<file path="src/rtl/lmr_pkg.sv">
package lmr_pkg;

  // Region map sizing: three video-area regions plus ROM segments
  localparam int NUM_VGA       = 3;
  localparam int SEG_LSB       = 14;                  // 16 KB ROM segments
  localparam int WIN_MSB       = 19;                  // window lies below 1 MB
  localparam int ROM_SEG_BITS  = 18 - SEG_LSB;        // C0000h..FFFFFh span 256 KB
  localparam int NUM_ROM       = 1 << ROM_SEG_BITS;
  localparam int NUM_REGIONS   = NUM_VGA + NUM_ROM;

  localparam int SEL_W = 5;
  localparam int IDX_W = 5;

  localparam logic [SEL_W-1:0] SEL_CTRL = SEL_W'(NUM_REGIONS);
  localparam logic [SEL_W-1:0] SEL_TOP  = SEL_W'(NUM_REGIONS + 1);
  localparam logic [IDX_W-1:0] IDX_NONE = '1;

  typedef struct packed {
    logic gfx;
    logic pci;
    logic cache;
    logic wr;
    logic rd;
  } attr_t;

  localparam int ATTR_W = $bits(attr_t);

  localparam attr_t ATTR_LOW_DRAM = '{gfx: 1'b0, pci: 1'b0, cache: 1'b1, wr: 1'b1, rd: 1'b1};
  localparam attr_t ATTR_HIGH_BUS = '{gfx: 1'b0, pci: 1'b1, cache: 1'b0, wr: 1'b1, rd: 1'b1};

endpackage

</file>
<file path="src/rtl/lmr_cfg_regs.sv">
module lmr_cfg_regs
  import lmr_pkg::*;
#(
  parameter int ADDR_W = 32
) (
  input  logic              clk,
  input  logic              rst,
  input  logic              we,
  input  logic [SEL_W-1:0]  sel,
  input  logic [ADDR_W-1:0] wdata,
  output attr_t             attr_tbl [NUM_REGIONS],
  output logic              a20_en,
  output logic [ADDR_W-1:0] tom
);

  for (genvar g = 0; g < NUM_REGIONS; g++) begin : g_region
    attr_t held;
    attr_t incoming;

    always_comb begin
      incoming = attr_t'(wdata[ATTR_W-1:0]);
      if (g >= NUM_VGA) incoming.gfx = 1'b0;
    end

    always_ff @(posedge clk) begin
      if (rst)                            held <= '0;
      else if (we && sel == SEL_W'(g))    held <= incoming;
    end

    assign attr_tbl[g] = held;
  end

  always_ff @(posedge clk) begin
    if (rst) begin
      a20_en <= 1'b0;
      tom    <= '0;
    end else if (we) begin
      if (sel == SEL_CTRL) a20_en <= wdata[0];
      if (sel == SEL_TOP)  tom    <= wdata;
    end
  end

endmodule

</file>
<file path="src/rtl/lmr_a20_mask.sv">
module lmr_a20_mask #(
  parameter int ADDR_W = 32
) (
  input  logic [ADDR_W-1:0] addr_in,
  input  logic              en,
  input  logic              smi,
  output logic [ADDR_W-1:0] addr_out
);

  always_comb begin
    addr_out = addr_in;
    if (en && !smi) addr_out[20] = 1'b0;
  end

endmodule

</file>
<file path="src/rtl/lmr_region_decode.sv">
module lmr_region_decode
  import lmr_pkg::*;
#(
  parameter int ADDR_W = 32
) (
  input  logic [ADDR_W-1:SEG_LSB] addr_hi,
  output logic                    legacy,
  output logic [IDX_W-1:0]        idx
);

  logic                   above_1m;
  logic [WIN_MSB:SEG_LSB] w;

  assign above_1m = |addr_hi[ADDR_W-1:WIN_MSB+1];
  assign w        = addr_hi[WIN_MSB:SEG_LSB];

  always_comb begin
    legacy = 1'b0;
    idx    = IDX_NONE;
    if (!above_1m) begin
      if (w[19:18] == 2'b11) begin
        // option-ROM area: equal 16 KB segments
        legacy = 1'b1;
        idx    = IDX_W'(NUM_VGA) + IDX_W'(w[17:SEG_LSB]);
      end else if (w[19:17] == 3'b101) begin
        // video area: one 64 KB and two 32 KB regions
        legacy = 1'b1;
        if (!w[16])      idx = IDX_W'(0);
        else if (!w[15]) idx = IDX_W'(1);
        else             idx = IDX_W'(2);
      end
    end
  end

endmodule

</file>
<file path="src/rtl/lmr_decoder.sv">
module lmr_decoder
  import lmr_pkg::*;
#(
  parameter int ADDR_W = 32
) (
  input  logic              clk,
  input  logic              rst,
  input  logic              cfg_we,
  input  logic [4:0]        cfg_sel,
  input  logic [ADDR_W-1:0] cfg_wdata,
  input  logic              acc_valid,
  input  logic [ADDR_W-1:0] acc_addr,
  input  logic              acc_write,
  input  logic              acc_smi,
  output logic              out_valid,
  output logic [ADDR_W-1:0] out_addr,
  output logic              out_rd_en,
  output logic              out_wr_en,
  output logic              out_cache,
  output logic              out_pci,
  output logic              out_gfx,
  output logic              out_deny,
  output logic              out_legacy,
  output logic [4:0]        out_region
);

  attr_t             attr_tbl [NUM_REGIONS];
  logic              a20_en;
  logic [ADDR_W-1:0] tom;
  logic [ADDR_W-1:0] eff_addr;
  logic              dec_legacy;
  logic [IDX_W-1:0]  dec_idx;
  attr_t             nxt_attr;
  logic              nxt_deny;

  lmr_cfg_regs #(.ADDR_W(ADDR_W)) u_regs (
    .clk      (clk),
    .rst      (rst),
    .we       (cfg_we),
    .sel      (cfg_sel),
    .wdata    (cfg_wdata),
    .attr_tbl (attr_tbl),
    .a20_en   (a20_en),
    .tom      (tom)
  );

  lmr_a20_mask #(.ADDR_W(ADDR_W)) u_mask (
    .addr_in  (acc_addr),
    .en       (a20_en),
    .smi      (acc_smi),
    .addr_out (eff_addr)
  );

  lmr_region_decode #(.ADDR_W(ADDR_W)) u_dec (
    .addr_hi (eff_addr[ADDR_W-1:SEG_LSB]),
    .legacy  (dec_legacy),
    .idx     (dec_idx)
  );

  always_comb begin
    nxt_deny = 1'b0;
    if (dec_legacy && dec_idx < IDX_W'(NUM_REGIONS)) begin
      nxt_attr = attr_tbl[dec_idx];
      nxt_deny = acc_write ? !nxt_attr.wr : !nxt_attr.rd;
    end else if (eff_addr < tom) begin
      nxt_attr = ATTR_LOW_DRAM;
    end else begin
      nxt_attr = ATTR_HIGH_BUS;
    end
  end

  always_ff @(posedge clk) begin
    if (rst) begin
      out_valid  <= 1'b0;
      out_addr   <= '0;
      out_rd_en  <= 1'b0;
      out_wr_en  <= 1'b0;
      out_cache  <= 1'b0;
      out_pci    <= 1'b0;
      out_gfx    <= 1'b0;
      out_deny   <= 1'b0;
      out_legacy <= 1'b0;
      out_region <= IDX_NONE;
    end else begin
      out_valid  <= acc_valid;
      out_addr   <= eff_addr;
      out_rd_en  <= nxt_attr.rd;
      out_wr_en  <= nxt_attr.wr;
      out_cache  <= nxt_attr.cache;
      out_pci    <= nxt_attr.pci;
      out_gfx    <= nxt_attr.gfx;
      out_deny   <= nxt_deny;
      out_legacy <= dec_legacy;
      out_region <= dec_idx;
    end
  end

endmodule

</file>
<file path="config.mk">
export PLATFORM = sky130hd
export DESIGN_NAME = lmr_decoder
export DESIGN_NICKNAME = d
export VERILOG_FILES = /design/src/rtl/lmr_pkg.sv /design/src/rtl/lmr_cfg_regs.sv /design/src/rtl/lmr_a20_mask.sv /design/src/rtl/lmr_region_decode.sv /design/src/rtl/lmr_decoder.sv
export SDC_FILE = /design/constraint.sdc
export NUM_CORES = 1
export LEC_CHECK = 0
export BUFFER_PORTS_ARGS = -buffer_cell sky130_fd_sc_hd__buf_4
export CORE_MARGIN = 1
export CORE_UTILIZATION = 30
export CTS_CLUSTER_DIAMETER = 40
export DETAILED_ROUTE_END_ITERATION = 12
export GPL_TIMING_DRIVEN = 1
export PLACE_DENSITY = 0.6
export SLEW_MARGIN = 15
export SYNTH_ARGS = -nofsm -noshare
export SYNTH_HDL_FRONTEND = slang
export SYNTH_SLANG_ARGS = --single-unit
</file>
<file path="constraint.sdc">
create_clock -name clk -period 2.65 [get_ports clk]
set_clock_uncertainty 0.05 [all_clocks]
set_input_delay 0.3975 -clock clk [delete_from_list [all_inputs] [get_ports clk]]
set_output_delay 0.3975 -clock clk [all_outputs]
set_load 0.05 [all_outputs]
</file>
# After elaboration in Yosys (flattened, before gate mapping)
# Cells that the tools add are included.
# classes
n_addsub,1
magnitude_cmp,3
eq_ne,22
muxes,15
n_bitwise,2
reduce_logical,29
# op_table
operator,count
$eq A5 B4 Y1 const B,8
$mux W5,7
$lt A32 B32 Y1,1
$bmux W5 S5,1
$eq A5 B5 Y1 const B,5
$logic_and A1 B1 Y1,21
$eq A5 B3 Y1 const B,4
$reduce_or A12 Y1,1
$eq A5 B2 Y1 const B,2
$ge A6 B6 Y1 const B,1
$not A5 Y6,1
$add A2 B4 Y5 const A,1
$eq A5 B1 Y1 const B,1
$logic_not A5 Y1,1
$lt A5 B5 Y1 const B,1
$mux W1,5
$mux W4,1
$reduce_and A2 Y1,2
$eq A3 B3 Y1 const B,1
$logic_not A1 Y1,3
$eq A2 B2 Y1 const B,1
$mux W2,1
$reduce_or A2 Y1,1
$not A1 Y1,1
# totals
ff_bits,157
input_bits,75
output_inout_bits,45
elab_cells,163

# Logic depth before layout (Yosys ltp)
# depth
ltp_word,11
ltp_mapped,11
ltp_nobuf,11

# By module
# Synthesis repeated with hierarchy kept, for this count alone.
# unflattened
hier_cells,784
area_unflattened_um2,8032.7
# modules_own_cells
module,instances,cells_per_inst,area_per_inst_um2
lmr_cfg_regs,1,444,4762.1
lmr_decoder,1,283,2860.2
lmr_a20_mask,1,33,244.0
lmr_region_decode,1,24,166.4

# Worst setup path before layout
# No wires, ideal clock.
# synth_timing
path_kind,input to register
start,input acc_addr[28]
end,register out_deny
setup_ns,0.116
arrival_time_ns,2.289
path_slack_ns,0.195
cell_stages,9
n_path_buf,1
cell_sequence,nor4_4 -> o2111ai_4 -> or3_1 -> buf_6 -> mux2i_1 -> a211oi_1 -> o211ai_1 -> and4b_1 -> a41o_1
# synth_between
elab_chain_cells,8
elab_cells_between_ends,14
# synth_rtl
item,line_no,rtl
start: declaration,lmr_decoder.sv:12,"input logic [ADDR_W-1:0] acc_addr,"
$reduce_or A12 Y1 *,lmr_region_decode.sv:14,assign above_1m = |addr_hi[ADDR_W-1:WIN_MSB+1];
$mux W5,lmr_region_decode.sv:20,if (!above_1m) begin
$not A5 Y6 (not written as such),lmr_decoder.sv:63,nxt_attr = attr_tbl[dec_idx];
$bmux W5 S5,lmr_decoder.sv:63,
$mux W5 (not written as such) (2 in series),lmr_decoder.sv:63,
$logic_not A1 Y1,lmr_decoder.sv:64,nxt_deny = acc_write ? !nxt_attr.wr : !nxt_attr.rd;
$mux W1,lmr_decoder.sv:64,
end signal: assignment,lmr_decoder.sv:92,out_deny <= nxt_deny;
end: declaration,lmr_decoder.sv:22,"output logic out_deny,"
# Every way passes the cells marked *; elsewhere a longest branch is shown, timed or not. The select of a mux whose other input is x is not followed.
# A chain may end at the register's enable or synchronous reset.

# Worst setup path after layout
# layout_timing
start,register u_regs.a20_en
end,register out_pci
# layout_between
elab_chain_cells,9
elab_cells_between_ends,14
# layout_rtl
item,line_no,rtl
start: declaration,lmr_cfg_regs.sv:12,"output logic a20_en,"
start signal: assignment,lmr_cfg_regs.sv:38,if (sel == SEL_CTRL) a20_en <= wdata[0];
$logic_and A1 B1 Y1 *,lmr_a20_mask.sv:12,if (en && !smi) addr_out[20] = 1'b0;
$mux W1 *,lmr_a20_mask.sv:12,
via eff_addr[20],lmr_decoder.sv:30,logic [ADDR_W-1:0] eff_addr;
$reduce_or A12 Y1,lmr_region_decode.sv:14,
$mux W5,lmr_region_decode.sv:20,
$not A5 Y6 (not written as such),lmr_decoder.sv:63,
$bmux W5 S5,lmr_decoder.sv:63,
$mux W5 (not written as such) (2 in series),lmr_decoder.sv:63,
$mux W5 *,lmr_decoder.sv:62,if (dec_legacy && dec_idx < IDX_W'(NUM_REGIONS)) begin
end signal: assignment,lmr_decoder.sv:90,out_pci <= nxt_attr.pci;
end: declaration,lmr_decoder.sv:20,"output logic out_pci,"
# Mark *: on every way through the listed nets, which the timed path passes. The rest lies on a longest branch. The select of a mux whose other input is x is not followed.

==> run metrics <==
Overflow after GRT=0; largest cells by area after synthesis=dfxtp_1 43%, nand2_1 8.2%, mux2i_1 7.1%; Internal=3920 uW; worst path cell trace=and2b_2 > nor2_1 > ha_1 > nand4_1 > nor2_1 > a2111oi_0 > a2111oi_0 > o22ai_1 > a21oi_1 > nand2b_1 > nand4_1; sw frac=26.9%; post-synthesis cell type count=66; CTS Buf Count=17; status=finished, final reports clean; area grow syn2layout=28.6%; Synth Instances=853; post-route minimum period=2.44 ns; post-synthesis cell area=7240 um2; ANT nets after route=0; die height=157 um; Skew-Pair Late Insertion Delay=0.43 ns; ANT cells=0; crit-path max FO=3; min-delay src=acc_valid; # Post-CTS Setup Buffers=0; CP Capture Type=flip-flop; Max Cap Viol=0; WHS=0.126 ns; Core Rows=56; slew at the pin closest to its max-slew limit=0.578 ns; commonest cells after routing, fill and taps aside=179 x buf_4, 159 x nand2_1, 157 x dfxtp_1; Residual DRC=0; Post-synth EDFFs=0; CTS tree=done; Clk pwr share=43.1%; Crit Path Category=flip-flop to flip-flop; PortBufs=119; Via-to-Cell Ratio=4.81; register share of total power=45.2%; vias=6,391; Yosys top cell by area=dfxtp_1; gr usage total=17.5%; Peak Freq=410 MHz; DP HPWL=15,700 um; register area share after synthesis=43.4%; post-synth net total=960; pre-CTS WS=-0.0902 ns; Critical Path Source Type=flip-flop; Starting Density=30.7%; Die ar.=24,700 um2; DRT iter0 DRCs=502; clk slew on worst S/H paths=0.07 ns; worst stage delay on the critical path=0.39 ns; fin worst setup slack=0.213 ns; pwr/cell area=575 nW/um2; Fin. Hold Viols=0; worst min-delay path class=input port to flip-flop; core area=23,500 um2; period utilization=92.0%; Placer Congestion=0.917; clock tree buffer depth=2; nets=1,103; WHS Path Cells=2; crit path launch=u_regs.a20_en; sw power=1440 uW; CTS root buf=clkbuf_16; beginning of the worst register-to-register path=u_regs.a20_en; Gate power share=11.7%; first-pass detailed-route iteration total=5; initial antenna violation count=0; Critical Path Slowest Stage Cell=a2111oi_0; Req. time, crit path=2.91 ns; share of cells above drive strength 1=23.8%; Post-Route WL=21,100 um; Yosys reg bits=157; Die W=157 um; area of the multi-input gates=3710 um2; VDD IR-drop max=0.438 mV; RSZ-0062 raised after global routing=false; Fillers=2,418; max_slew headroom=61.4%; largest net degree at the start of global routing=56; most common cell after layout, fill and taps aside=buf_4; Mean Syn Cell Area=8.48 um2; average wire per standard cell=15.9 um; Post-synth ARST share=0%; H-tree levels=4; CTS Hold Bufs=0; global-route wire length before repair=32,900 um; YS warnings=0; Finish-stage setup viols=0; Clock Sinks=157; Leak=0.00359 uW; Final Core Density=39.5%; Synth Flop Type=dfxtp_1; share of the synthesized area in the top cell type=43.4%; FF/Latch Area=3140 um2; CTS resizes=0; reg2reg path depth=11; max-slew violations=0; Worst Path Arrival=2.69 ns; vias in the first global route=6,114; IO Pins=120
critical path: cells and delay by family, from the launching register on:
kind / cells / cell delay, ns
and+or+nand+nor: 6 / 0.69
AOI/OAI and AO/OA: 4 / 1.00
adders and majority gates: 1 / 0.25
DFF: 1 / 0.32
state kept, by name (all words and copies together), names as in the netlist:
| name | flops |
|---|---|
| out_addr | 32 |
| out_cache | 1 |
| out_deny | 1 |
| out_gfx | 1 |
| out_legacy | 1 |
| out_pci | 1 |
| out_rd_en | 1 |
| out_region | 5 |
| out_valid | 1 |
| out_wr_en | 1 |
| u_regs.a20_en | 1 |
| u_regs.attr_tbl | 79 |
| u_regs.tom | 32 |
synthesized netlist by cell type (all sizes together), types with 3 or more instances:
library cell  count
dfxtp           157
a21oi            89
o21ai            17
a31oi             7
o2111ai           3
nor2             57
a21o              4
ha               32
nor3             11
o21a              5
nand4             7
mux4              4
or3               5
nor2b            39
o311ai            3
mux2i            51
nor4              7
a211oi            6
nand2b            6
nand3            53
nand2           161
buf               7
inv              35
clkbuf           48
worst paths after layout:
| path | endpoint | slack, ns |
|---|---|---|
| max | out_pci | 0.21 |
| min | out_valid | 0.13 |
| max reg2reg | out_pci | 0.21 |
| min reg2reg | u_regs.tom[2] | 0.40 |
through the flow:
stage	instance area (um2)	TNS (ns)	std cells	power, uW
floorplan	7240	0	853	2820
global placement	8750	-0.0852	1296	3100
detailed placement	8750	-0.113	1296	3100
CTS	9310	0	1328	5400
global route	9310	0	1328	5560
finish	9310	0	1328	5360
per-layer routing:
metal / track usage, % / share of wire, % / vias to the layer above
li1: - / - / 3204
met1: 22.3 / 46 / 2998
met2: 29.5 / 47 / 167
met3: 3.11 / 5.0 / 22
met4: 5.92 / 1.4 / 0
met5: 0 / 0 / -
cell families after synthesis:
kind of cell | share of synthesized area, %
xor+xnor | 0.242
fa+ha+maj | 5.53
buf+inv | 5.45
mux | 8.45
compound gates | 13.3
flops | 43.4
simple gates | 23.6
power by group through the flow:
stage | Combinational [uW] | Clock, uW | Sequential (uW)
global route | 675 | 2470 | 2420
floorplan | 240 | 0 | 2580
detailed placement | 627 | 0 | 2470
finish | 628 | 2310 | 2420
global placement | 625 | 0 | 2470
CTS | 629 | 2360 | 2420
area by class of cell:
type                            count  area share [%]
Inverter                           35            1.41
Sequential cell                   157            33.8
Clock buffer                       19            4.87
Tap cell                          319            4.29
Clock inverter                     13            1.14
Timing Repair Buffer              180            14.7
Multi-Input combinational cell    605            39.9
(Power assumes the default switching activity.)
